`src/rtl/ackt_pkg.sv`:
```
package ackt_pkg;
  // response type encodings (decoded by the classifier)
  localparam logic [2:0] RSP_DATA   = 3'd0;
  localparam logic [2:0] RSP_XDATA  = 3'd1;
  localparam logic [2:0] RSP_ACK    = 3'd2;
  localparam logic [2:0] RSP_WBACK  = 3'd3;

  // transient state encodings relevant to classification
  localparam logic [2:0] ST_RD_WAIT     = 3'd1;
  localparam logic [2:0] ST_RD_WAIT_INV = 3'd2;

  // event encodings
  localparam logic [2:0] EV_NONE      = 3'd0;
  localparam logic [2:0] EV_XDATA     = 3'd1;
  localparam logic [2:0] EV_PEER_SH   = 3'd2;
  localparam logic [2:0] EV_DATA_LAST = 3'd3;
  localparam logic [2:0] EV_DATA_PART = 3'd4;
  localparam logic [2:0] EV_ACK_LAST  = 3'd5;
  localparam logic [2:0] EV_ACK_PART  = 3'd6;
  localparam logic [2:0] EV_WB_DONE   = 3'd7;
endpackage

```
`src/rtl/ackt_classify.sv`:
```
module ackt_classify
  import ackt_pkg::*;
#(
  parameter int CNT_W = 8,
  parameter int ACK_W = 6
) (
  input  logic                    in_valid,
  input  logic [2:0]              in_type,
  input  logic                    in_peer,
  input  logic signed [ACK_W-1:0] in_ack,
  input  logic [2:0]              in_state,
  input  logic signed [CNT_W-1:0] cur_cnt,
  output logic                    fire,
  output logic [2:0]              code,
  output logic                    upd_en,
  output logic signed [CNT_W-1:0] upd_cnt,
  output logic                    bad_type
);
  localparam int EXT_W = CNT_W - ACK_W;

  logic signed [CNT_W-1:0] ack_ext;
  logic                    done;
  logic                    rd_wait;

  assign ack_ext = {{EXT_W{in_ack[ACK_W-1]}}, in_ack};
  assign upd_cnt = cur_cnt - ack_ext;
  assign done    = (upd_cnt == '0);
  assign rd_wait = (in_state == ST_RD_WAIT) || (in_state == ST_RD_WAIT_INV);

  always_comb begin
    fire     = 1'b0;
    code     = EV_NONE;
    upd_en   = 1'b0;
    bad_type = 1'b0;
    if (in_valid) begin
      unique case (in_type)
        RSP_XDATA: begin
          fire = 1'b1;
          code = EV_XDATA;
        end
        RSP_DATA: begin
          fire = 1'b1;
          if (in_peer && rd_wait) begin
            code = EV_PEER_SH;
          end else begin
            upd_en = 1'b1;
            code   = done ? EV_DATA_LAST : EV_DATA_PART;
          end
        end
        RSP_ACK: begin
          fire   = 1'b1;
          upd_en = 1'b1;
          code   = done ? EV_ACK_LAST : EV_ACK_PART;
        end
        RSP_WBACK: begin
          fire = 1'b1;
          code = EV_WB_DONE;
        end
        default: bad_type = 1'b1;
      endcase
    end
  end

  // exclusive data never touches the count
  always_comb begin
    if (in_valid && in_type == RSP_XDATA)
      a_xdata_no_upd_r3: assert (!upd_en);
  end
endmodule

```
`src/rtl/ackt_count_reg.sv`:
```
module ackt_count_reg #(
  parameter int CNT_W = 8
) (
  input  logic                    clk,
  input  logic                    rst,
  input  logic                    clr,
  input  logic                    upd_en,
  input  logic signed [CNT_W-1:0] upd_cnt,
  output logic signed [CNT_W-1:0] cnt
);
  always_ff @(posedge clk) begin
    if (rst || clr)  cnt <= '0;
    else if (upd_en) cnt <= upd_cnt;
  end

  p_alloc_clears_r2: assert property (@(posedge clk) disable iff (rst)
    clr |=> (cnt == '0));

  p_hold_r7: assert property (@(posedge clk) disable iff (rst)
    (!clr && !upd_en) |=> $stable(cnt));
endmodule

```
`src/rtl/ackt_evt_reg.sv`:
```
module ackt_evt_reg (
  input  logic       clk,
  input  logic       rst,
  input  logic       fire,
  input  logic [2:0] code,
  input  logic       bad_type,
  output logic       evt_valid,
  output logic [2:0] evt_code,
  output logic       err_flag
);
  always_ff @(posedge clk) begin
    if (rst) begin
      evt_valid <= 1'b0;
      evt_code  <= 3'd0;
      err_flag  <= 1'b0;
    end else begin
      evt_valid <= fire;
      evt_code  <= fire ? code : 3'd0;
      if (bad_type) err_flag <= 1'b1;
    end
  end

  p_err_sticky_r9: assert property (@(posedge clk) disable iff (rst)
    err_flag |=> err_flag);

  p_bad_no_event_r9: assert property (@(posedge clk) disable iff (rst)
    bad_type |=> (!evt_valid && err_flag));
endmodule

```
`src/rtl/ackt_tracker.sv`:
```
module ackt_tracker
  import ackt_pkg::*;
#(
  parameter int CNT_W = 8,
  parameter int ACK_W = 6
) (
  input  logic                    clk,
  input  logic                    rst,
  input  logic                    alloc,
  input  logic                    rsp_valid,
  input  logic [2:0]              rsp_type,
  input  logic                    rsp_from_peer,
  input  logic signed [ACK_W-1:0] rsp_ack_cnt,
  input  logic [2:0]              txn_state,
  output logic                    evt_valid,
  output logic [2:0]              evt_code,
  output logic signed [CNT_W-1:0] pending_cnt,
  output logic                    err_flag
);
  logic                    take;
  logic                    cls_fire;
  logic [2:0]              cls_code;
  logic                    cls_upd;
  logic signed [CNT_W-1:0] cls_cnt;
  logic                    cls_bad;

  // allocation wins over a response in the same cycle
  assign take = rsp_valid && !alloc;

  ackt_classify #(.CNT_W(CNT_W), .ACK_W(ACK_W)) u_cls (
    .in_valid (take),
    .in_type  (rsp_type),
    .in_peer  (rsp_from_peer),
    .in_ack   (rsp_ack_cnt),
    .in_state (txn_state),
    .cur_cnt  (pending_cnt),
    .fire     (cls_fire),
    .code     (cls_code),
    .upd_en   (cls_upd),
    .upd_cnt  (cls_cnt),
    .bad_type (cls_bad)
  );

  ackt_count_reg #(.CNT_W(CNT_W)) u_cnt (
    .clk     (clk),
    .rst     (rst),
    .clr     (alloc),
    .upd_en  (cls_upd),
    .upd_cnt (cls_cnt),
    .cnt     (pending_cnt)
  );

  ackt_evt_reg u_evt (
    .clk       (clk),
    .rst       (rst),
    .fire      (cls_fire),
    .code      (cls_code),
    .bad_type  (cls_bad),
    .evt_valid (evt_valid),
    .evt_code  (evt_code),
    .err_flag  (err_flag)
  );

  p_xdata_event_r3: assert property (@(posedge clk) disable iff (rst)
    (take && rsp_type == RSP_XDATA) |=> (evt_valid && evt_code == EV_XDATA));

  p_final_zero_r7: assert property (@(posedge clk) disable iff (rst)
    (evt_valid && (evt_code == EV_DATA_LAST || evt_code == EV_ACK_LAST))
      |-> (pending_cnt == '0));

  p_alloc_drops_r2: assert property (@(posedge clk) disable iff (rst)
    alloc |=> !evt_valid);

  p_idle_r10: assert property (@(posedge clk) disable iff (rst)
    !rsp_valid |=> !evt_valid);
endmodule

```
`config.mk`:
```
export PLATFORM = sky130hd
export DESIGN_NAME = ackt_tracker
export DESIGN_NICKNAME = d
export VERILOG_FILES = /design/src/rtl/ackt_pkg.sv /design/src/rtl/ackt_classify.sv /design/src/rtl/ackt_count_reg.sv /design/src/rtl/ackt_evt_reg.sv /design/src/rtl/ackt_tracker.sv
export SDC_FILE = /design/constraint.sdc
export NUM_CORES = 1
export LEC_CHECK = 0
export BUFFER_PORTS_ARGS = -buffer_cell sky130_fd_sc_hd__buf_4
export CAP_MARGIN = 10
export CORE_MARGIN = 5
export CORE_UTILIZATION = 30
export CTS_BUF_LIST = sky130_fd_sc_hd__clkbuf_2 sky130_fd_sc_hd__clkbuf_4 sky130_fd_sc_hd__clkbuf_8
export DETAILED_ROUTE_END_ITERATION = 8
export PLACE_DENSITY = 0.6
export SLEW_MARGIN = 20
export SYNTH_ARGS = -nofsm -noshare
export SYNTH_HDL_FRONTEND = slang
export SYNTH_SLANG_ARGS = --single-unit
```
`constraint.sdc`:
```
create_clock -name clk -period 7.41 [get_ports clk]
set_input_delay 0.741 -clock clk [delete_from_list [all_inputs] [get_ports clk]]
set_output_delay 0.741 -clock clk [all_outputs]
set_load 0.03 [all_outputs]
```
==> summary.txt, run 1 <==
Global routing
  • Largest net degree at the start of global routing: 11
  • Initial antenna violation count: 0
  • Gr usage total: 10.65%
  • First-pass GRT wire length: 3.650 mm
  • Vias in the first global route: 851
  • Grt ovf: 0

Floorplan
  • IO Pins: 30
  • Chip width: 66.23 microns
  • Initial Util: 31.07%
  • Full die area: 4386 sq um
  • Core ar.: 3053 sq um
  • Die Y: 66.23 microns
  • # rows: 20

Layout
  • P&R area growth vs syn: 31.00%
  • Fillers: 324
  • Fin cells: 184
  • # diodes: 0
  • Nets: 166
  • Core Util, Final: 40.70%
  • Share of cells above drive strength 1: 30.71%

STA
  • Final setup violation count: 0
  • Final hold violation count: 0
  • Clock skew: 2.134 ps
  • Max frequency: 369.7 MHz
  • RSZ-0062 raised after global routing: false
  • Tcrit/Tclk final: 36.50%
  • Slew Limit Fails: 0
  • Slew HR: 66.87%
  • Hold_ws: 488.0 ps
  • Final min period: 2705 ps
  • Fin Setup TNS: 0 ps
  • Worst Tran Pin Value: 490.0 ps

Synthesis
  • Syn Area/Cell: 8.701 sq um
  • Count leader, synth: nor2_1
  • Post-synth top area share: 27.44%
  • Mapped Cells: 109
  • Number of flops mapped to enable cells by yosys: 0
  • Area contributors post-synth: dfxtp_1 27%, ha_1 9.2%, nor2_1 5.5%
  • Yosys warnings: 0
  • Synth async-reset ratio: 0%
  • Primary FF master, synth: dfxtp_1
  • Syn nets: 134
  • Synth cell types: 41
  • Seq/Total Area, Yosys: 27.44%
  • Synth top cells by count: 14 x nor2_1, 13 x dfxtp_1, 12 x inv_1
  • Mapped cell area: 948.4 sq um
  • Yosys reg bits: 13
  • Cell accounting for the most synthesized area: dfxtp_1

Detailed routing
  • DR pass1 iterations: 4
  • Routed Antenna Nets: 0
  • Met2 WL: 903 microns
  • Vias: 866
  • Routed wire per std cell: 11.28 microns
  • DR top layer: met4
  • Via density: 4.707
  • DRC violations left: 0
  • Met3 wire length: 134 microns
  • 1st-iter DRT viols: 25
  • Met1 WL: 994 microns
  • DRT Wirelength: 2.076 mm

Critical path
  • Critical path class: input port to flop
  • Critical path launch point type: input port
  • Crit-path max cell delay: 500 ps
  • CP Cell Sequence: buf_4 -> ha_1 -> inv_1 -> fa_1 -> xor2_1 -> or3b_2 -> a2111oi_4 -> o211ai_2 -> a22o_1
  • Crit path DAT: 2880 ps
  • Slowest CP cell: or3b_2
  • Worst path top cell family by delay: compound AO/OA/AOI/OAI gates
  • WP data required: 7580 ps
  • Crit-path max FO: 3
  • CP endpoint kind: flop
  • Buf+Inv Stages, Crit Path: 2

Hold path
  • Worst hold path type: flop to flop

Run status
  • Status: finished, final reports clean

Pwr
  • Power Total: 0.1562 mW
  • Power Density: 125.7 nW/um^2
  • Leak: 0.6140 nW
  • Worst vdd ir: 0.00008398 V

Clock network
  • Total setup buffers inserted after CTS: 0
  • CTS clk-pin slew, worst paths: 80 ps
  • Maximum clock path buffer count: 2
  • Clock latency on the worst-skew pair: 280 ps
  • Post-CTS Hold Buffers: 0
  • Clk root buf: clkbuf_4
  • CTS tree: done
  • Resized Gates After CTS: 0
  • H-Tree Depth: 1
  • CTS buffer count: 3
  • Clock Sinks: 13

Placement
  • Post-DP HPWL: 1.760 mm
  • Placed Cells: 180
  • IO Port Bufs: 29
  • Final GP Congestion: 0.7954

Flow run
  • Max Cap Viol: 0
==> power breakdown <==
part / internal [mW] / leakage (nW) / switching, mW
clock network: 0.0245 / 0.0184 / 0.0237
logic: 0.0171 / 0.490 / 0.0191
registers: 0.0710 / 0.105 / 0.000702
==> placed cells by master, fill, tap and decap left out, types with 2 or more instances in the layout <==
| cell type | instances |
|---|---|
| xor2_1 | 4 |
| dfxtp_1 | 13 |
| a211oi_2 | 2 |
| clkbuf_4 | 4 |
| or2_1 | 2 |
| mux2i_1 | 5 |
| nor3b_1 | 3 |
| nor2_1 | 14 |
| buf_4 | 29 |
| inv_1 | 12 |
| ha_1 | 7 |
| a21oi_1 | 5 |
| a31oi_1 | 2 |
| nor3_1 | 2 |
| nand2_1 | 5 |
| a211oi_1 | 2 |
| o21ai_0 | 4 |
| o21a_1 | 2 |
==> cells by family after synthesis <==
logic type               count (synthesis)  share of synthesized area [%]
AND/OR/NAND/NOR                         36                          21.24
AO/OA/AOI/OAI                           27                          24.01
buffers and inverters                   15                          6.067
flip-flops                              13                          27.44
adder cells (fa/ha/maj)                  8                          11.35
XOR/XNOR                                 5                          4.617
multiplexers                             5                          5.277
==> registers in the layout, summed over array words and instances, names as in the netlist <==
signal and cells:
u_evt.err_flag 1, u_cnt.cnt 8, u_evt.evt_valid 1, u_evt.evt_code 3
==> through the flow <==
step,cell area (sq um),setup slack (ps)
finish,1242,4705
global route,1242,4566
CTS,1242,4694
detailed placement,1212,4399
global placement,1212,4454
floorplan,948.4,4614
==> final cells by class <==
class / count / area (sq um) / area share [%]
multi-input combinational: 81 / 630.6 / 50.76
sequential: 13 / 260.3 / 20.95
timing repair buffer: 29 / 217.7 / 17.52
tap: 44 / 55.05 / 4.431
inverter: 13 / 48.80 / 3.927
clock buffer: 4 / 30.03 / 2.417
==> tightest hold or removal path, stage by stage (launching register included) <==
cell	delay, ps
dfxtp_1	340
a31oi_1	50
nor2_1	70
==> routing by layer <==
layer | vias to the layer above | GRT usage, %
li1 | 455 | -
met1 | 382 | 13.22
met2 | 24 | 16.98
met3 | 5 | 2.551
met4 | 0 | 5.330
met5 | - | 0
==> final timing paths <==
| kind | start | end | slack, ps | cells after the start |
|---|---|---|---|---|
| worst max register to register | u_cnt.cnt[0] | u_evt.evt_code[2] | 4870 | 9 |
| worst min register to register | u_evt.err_flag | u_evt.err_flag | 490 | 2 |
| worst max-delay path | rsp_ack_cnt[0] | u_evt.evt_code[2] | 4710 | 9 |
| worst min-delay path | u_evt.err_flag | u_evt.err_flag | 490 | 2 |
Power figures use the tool's default switching activity.
==> run 2, diff against run 1 <==
==> constraint.sdc (replaced) <==
create_clock -name clk -period 2.6 [get_ports clk]
set_input_delay 0.26 -clock clk [delete_from_list [all_inputs] [get_ports clk]]
set_output_delay 0.26 -clock clk [all_outputs]
set_load 0.03 [all_outputs]
==> run 2 against run 1 <==
Compared with the run above: setup slack lost 4500 ps; clock skew grew 0.98 ps; sequential power grew to 2.8 times the previous value; total power grew to 2.9 times the previous value; first-iteration DRC count grew 60%; final area grew 0.60%; flip-flop and latch count is the same; clock-buffer cell count is the same; hold slack lost 360 ps; combinational power grew to 2.9 times the previous value.
==> summary.txt, run 2 (synthesis results as in run 1) <==
Global routing
  • Gr usage total: 10.76% (was 10.65%)
  • Largest net degree at the start of global routing: 11 (unchanged)
  • First-pass GRT wire length: 3.657 mm (was 3.650 mm)
  • Grt ovf: 0 (unchanged)
  • Vias in the first global route: 855 (was 851)
  • Initial antenna violation count: 0 (unchanged)

Layout
  • Most frequent cells in the layout: 29 x buf_4, 14 x nor2_1, 13 x dfxtp_1, 12 x inv_1, 7 x ha_1 (unchanged)
  • Most common cell after layout, fill and taps aside: buf_4 (unchanged)
  • Max reg flops: 8 (unchanged)
  • Nets: 166 (unchanged)
  • P&R area growth vs syn: 31.79% (was 31.00%)
  • Cell area after layout: 1250 sq um (was 1242 sq um)
  • Largest regs: u_cnt.cnt (8), u_evt.evt_code (3) (unchanged)
  • Biggest register: u_cnt.cnt (unchanged)
  • Share of cells above drive strength 1: 32.14% (was 30.71%)
  • # diodes: 0 (unchanged)
  • Core Util, Final: 40.94% (was 40.70%)

STA
  • Max frequency: 421.5 MHz
  • Tcrit/Tclk final: 91.26%
  • Setup WS post-layout: 227.3 ps (was 4705 ps)
  • Final setup violation count: 0 (unchanged)
  • RSZ-0062 raised after global routing: false (unchanged)
  • Slew Limit Fails: 0 (unchanged)
  • Final hold violation count: 0 (unchanged)
  • Clock skew: 3.110 ps (was 2.134 ps)
  • Slew HR: 66.52% (was 66.87%)
  • Final min period: 2373 ps
  • Hold_ws: 129.6 ps (was 488.0 ps)
  • Fin Setup TNS: 0 ps (unchanged)
  • Worst Tran Pin Value: 495.2 ps (was 490.0 ps)

Detailed routing
  • DR pass1 iterations: 4 (unchanged)
  • DRT Wirelength: 2.146 mm (was 2.076 mm)
  • DRC violations left: 0 (unchanged)
  • 1st-iter DRT viols: 40 (was 25)
  • Routed Antenna Nets: 0 (unchanged)
  • Via density: 4.734 (was 4.707)
  • Routed wire per std cell: 11.66 microns (was 11.28 microns)
  • Vias: 871 (was 866)

Critical path
  • Crit path DAT: 2580 ps (was 2880 ps)
  • Critical path class: flop to flop (was input port to flop)
  • Crit-path max FO: 3 (unchanged)
  • Cell count of the worst reg-to-reg path: 9 (unchanged)
  • Critical path launch point type: flop (was input port)
  • Launch point of the worst reg-to-reg path: u_cnt.cnt[0] (unchanged)
  • CP endpoint kind: flop (unchanged)
  • Worst R2R End: u_evt.evt_code[0] (was u_evt.evt_code[2])
  • WP data required: 2800 ps (was 7580 ps)
  • Reg2Reg Setup Slack: 230 ps (was 4870 ps)

Pwr
  • Reg power frac: 45.6% (was 45.9%)
  • Clk network pwr share: 31.1% (was 30.9%)
  • Comb pwr share: 23.3% (was 23.2%)
  • Cell Int Power: 0.3219 mW (was 0.1126 mW)
  • Power Density: 358.5 nW/um^2 (was 125.7 nW/um^2)
  • Sw Ratio: 28.16% (was 27.89%)
  • Leak: 0.6140 nW (about the same)
  • Worst vdd ir: 0.0002189 V (was 0.00008398 V)
  • Sw Pwr: 0.1262 mW (was 0.04356 mW)

Floorplan
  • # rows: 20 (unchanged)
  • Core ar.: 3053 sq um (unchanged)
  • Chip width: 66.23 microns (unchanged)
  • Die Y: 66.23 microns (unchanged)
  • Initial Util: 31.07% (unchanged)
  • Full die area: 4386 sq um (unchanged)
  • IO Pins: 30 (unchanged)

Hold path
  • WHS Path Cells: 2 (unchanged)
  • Worst hold path type: input port to flop (was flop to flop)
  • Hold Crit Endpoint: u_evt.err_flag (unchanged)
  • Hold_sp: rst (was u_evt.err_flag)

Placement
  • Area after DPL: 1212 sq um (unchanged)
  • IO Port Bufs: 29 (unchanged)
  • Final GP Congestion: 0.7765 (was 0.7954)
  • Post-DP HPWL: 1.784 mm (was 1.760 mm)
  • Pre-CTS WS: 71.64 ps (was 4399 ps)

Flow run
  • Max Cap Viol: 0 (unchanged)

Clock network
  • H-Tree Depth: 1 (unchanged)
  • Clock latency on the worst-skew pair: 280 ps (about the same)
  • Post-CTS Hold Buffers: 0 (unchanged)
  • Clk root buf: clkbuf_4 (unchanged)
  • CTS clk-pin slew, worst paths: 80 ps (about the same)
  • Clock Sinks: 13 (unchanged)
  • CTS tree: done (unchanged)
  • CTS buffer count: 3 (unchanged)
  • Maximum clock path buffer count: 2 (unchanged)

Run status
  • Status: finished, final reports clean (unchanged)
## run 2: worst max path at each step
stage	startpoint	endpoint	slack, ps	cells after the start
2_1_floorplan	u_cnt.cnt[0]	u_evt.evt_code[2]	60	9
3_3_place_gp	u_cnt.cnt[0]	u_evt.evt_code[2]	120	9
3_5_place_dp	u_cnt.cnt[0]	u_evt.evt_code[2]	70	9
4_1_cts	u_cnt.cnt[0]	u_evt.evt_code[0]	40	9
5_1_grt	u_cnt.cnt[0]	u_evt.evt_code[0]	50	9
6_report	u_cnt.cnt[0]	u_evt.evt_code[0]	230	9
## run 2: final cells by class
type / count / area, sq um
multi-input cells: 81 / 638.1
fillers: 332 / 1803
repair buffers: 29 / 217.7
clock buffers: 4 / 30.03
inverters: 13 / 48.80
flip-flops and latches: 13 / 260.3
well taps: 44 / 55.05
## run 2: timing repair
item                                    in CTS  in global routing
setup buffers                                0                  0
endpoints found under the setup margin       0                  3
gates resized for setup                      0                  2
## run 2: power by group through the flow
stage,sequential (mW),combinational (mW),clock [mW]
after detailed placement,0.209,0.103,0
after CTS,0.204,0.104,0.148
after global routing,0.205,0.116,0.156
after global placement,0.209,0.102,0
after floorplan,0.216,0.0596,0
final,0.204,0.104,0.139
## run 2: critical path, cell delays in order (launching register included)
cell and delay, ps:
dfxtp_1 330, inv_1 50, ha_1 150, inv_1 50
fa_2 360, xor2_1 180, or3b_2 510, a2111oi_4 260
o211ai_2 170, o31ai_2 230
## run 2: stage by stage
stage	power, mW	std cells
floorplan	0.2752	109
CTS	0.4567	184
finish	0.4481	184
global placement	0.3110	180
global route	0.4770	184
detailed placement	0.3122	180
## run 2: per-layer routing
layer	global-route usage [%]	vias to the layer above	wire length, microns
li1	-	449	-
met5	0	-	0
met4	6.091	0	51
met3	2.381	5	117
met2	17.47	24	991
met1	12.93	393	985
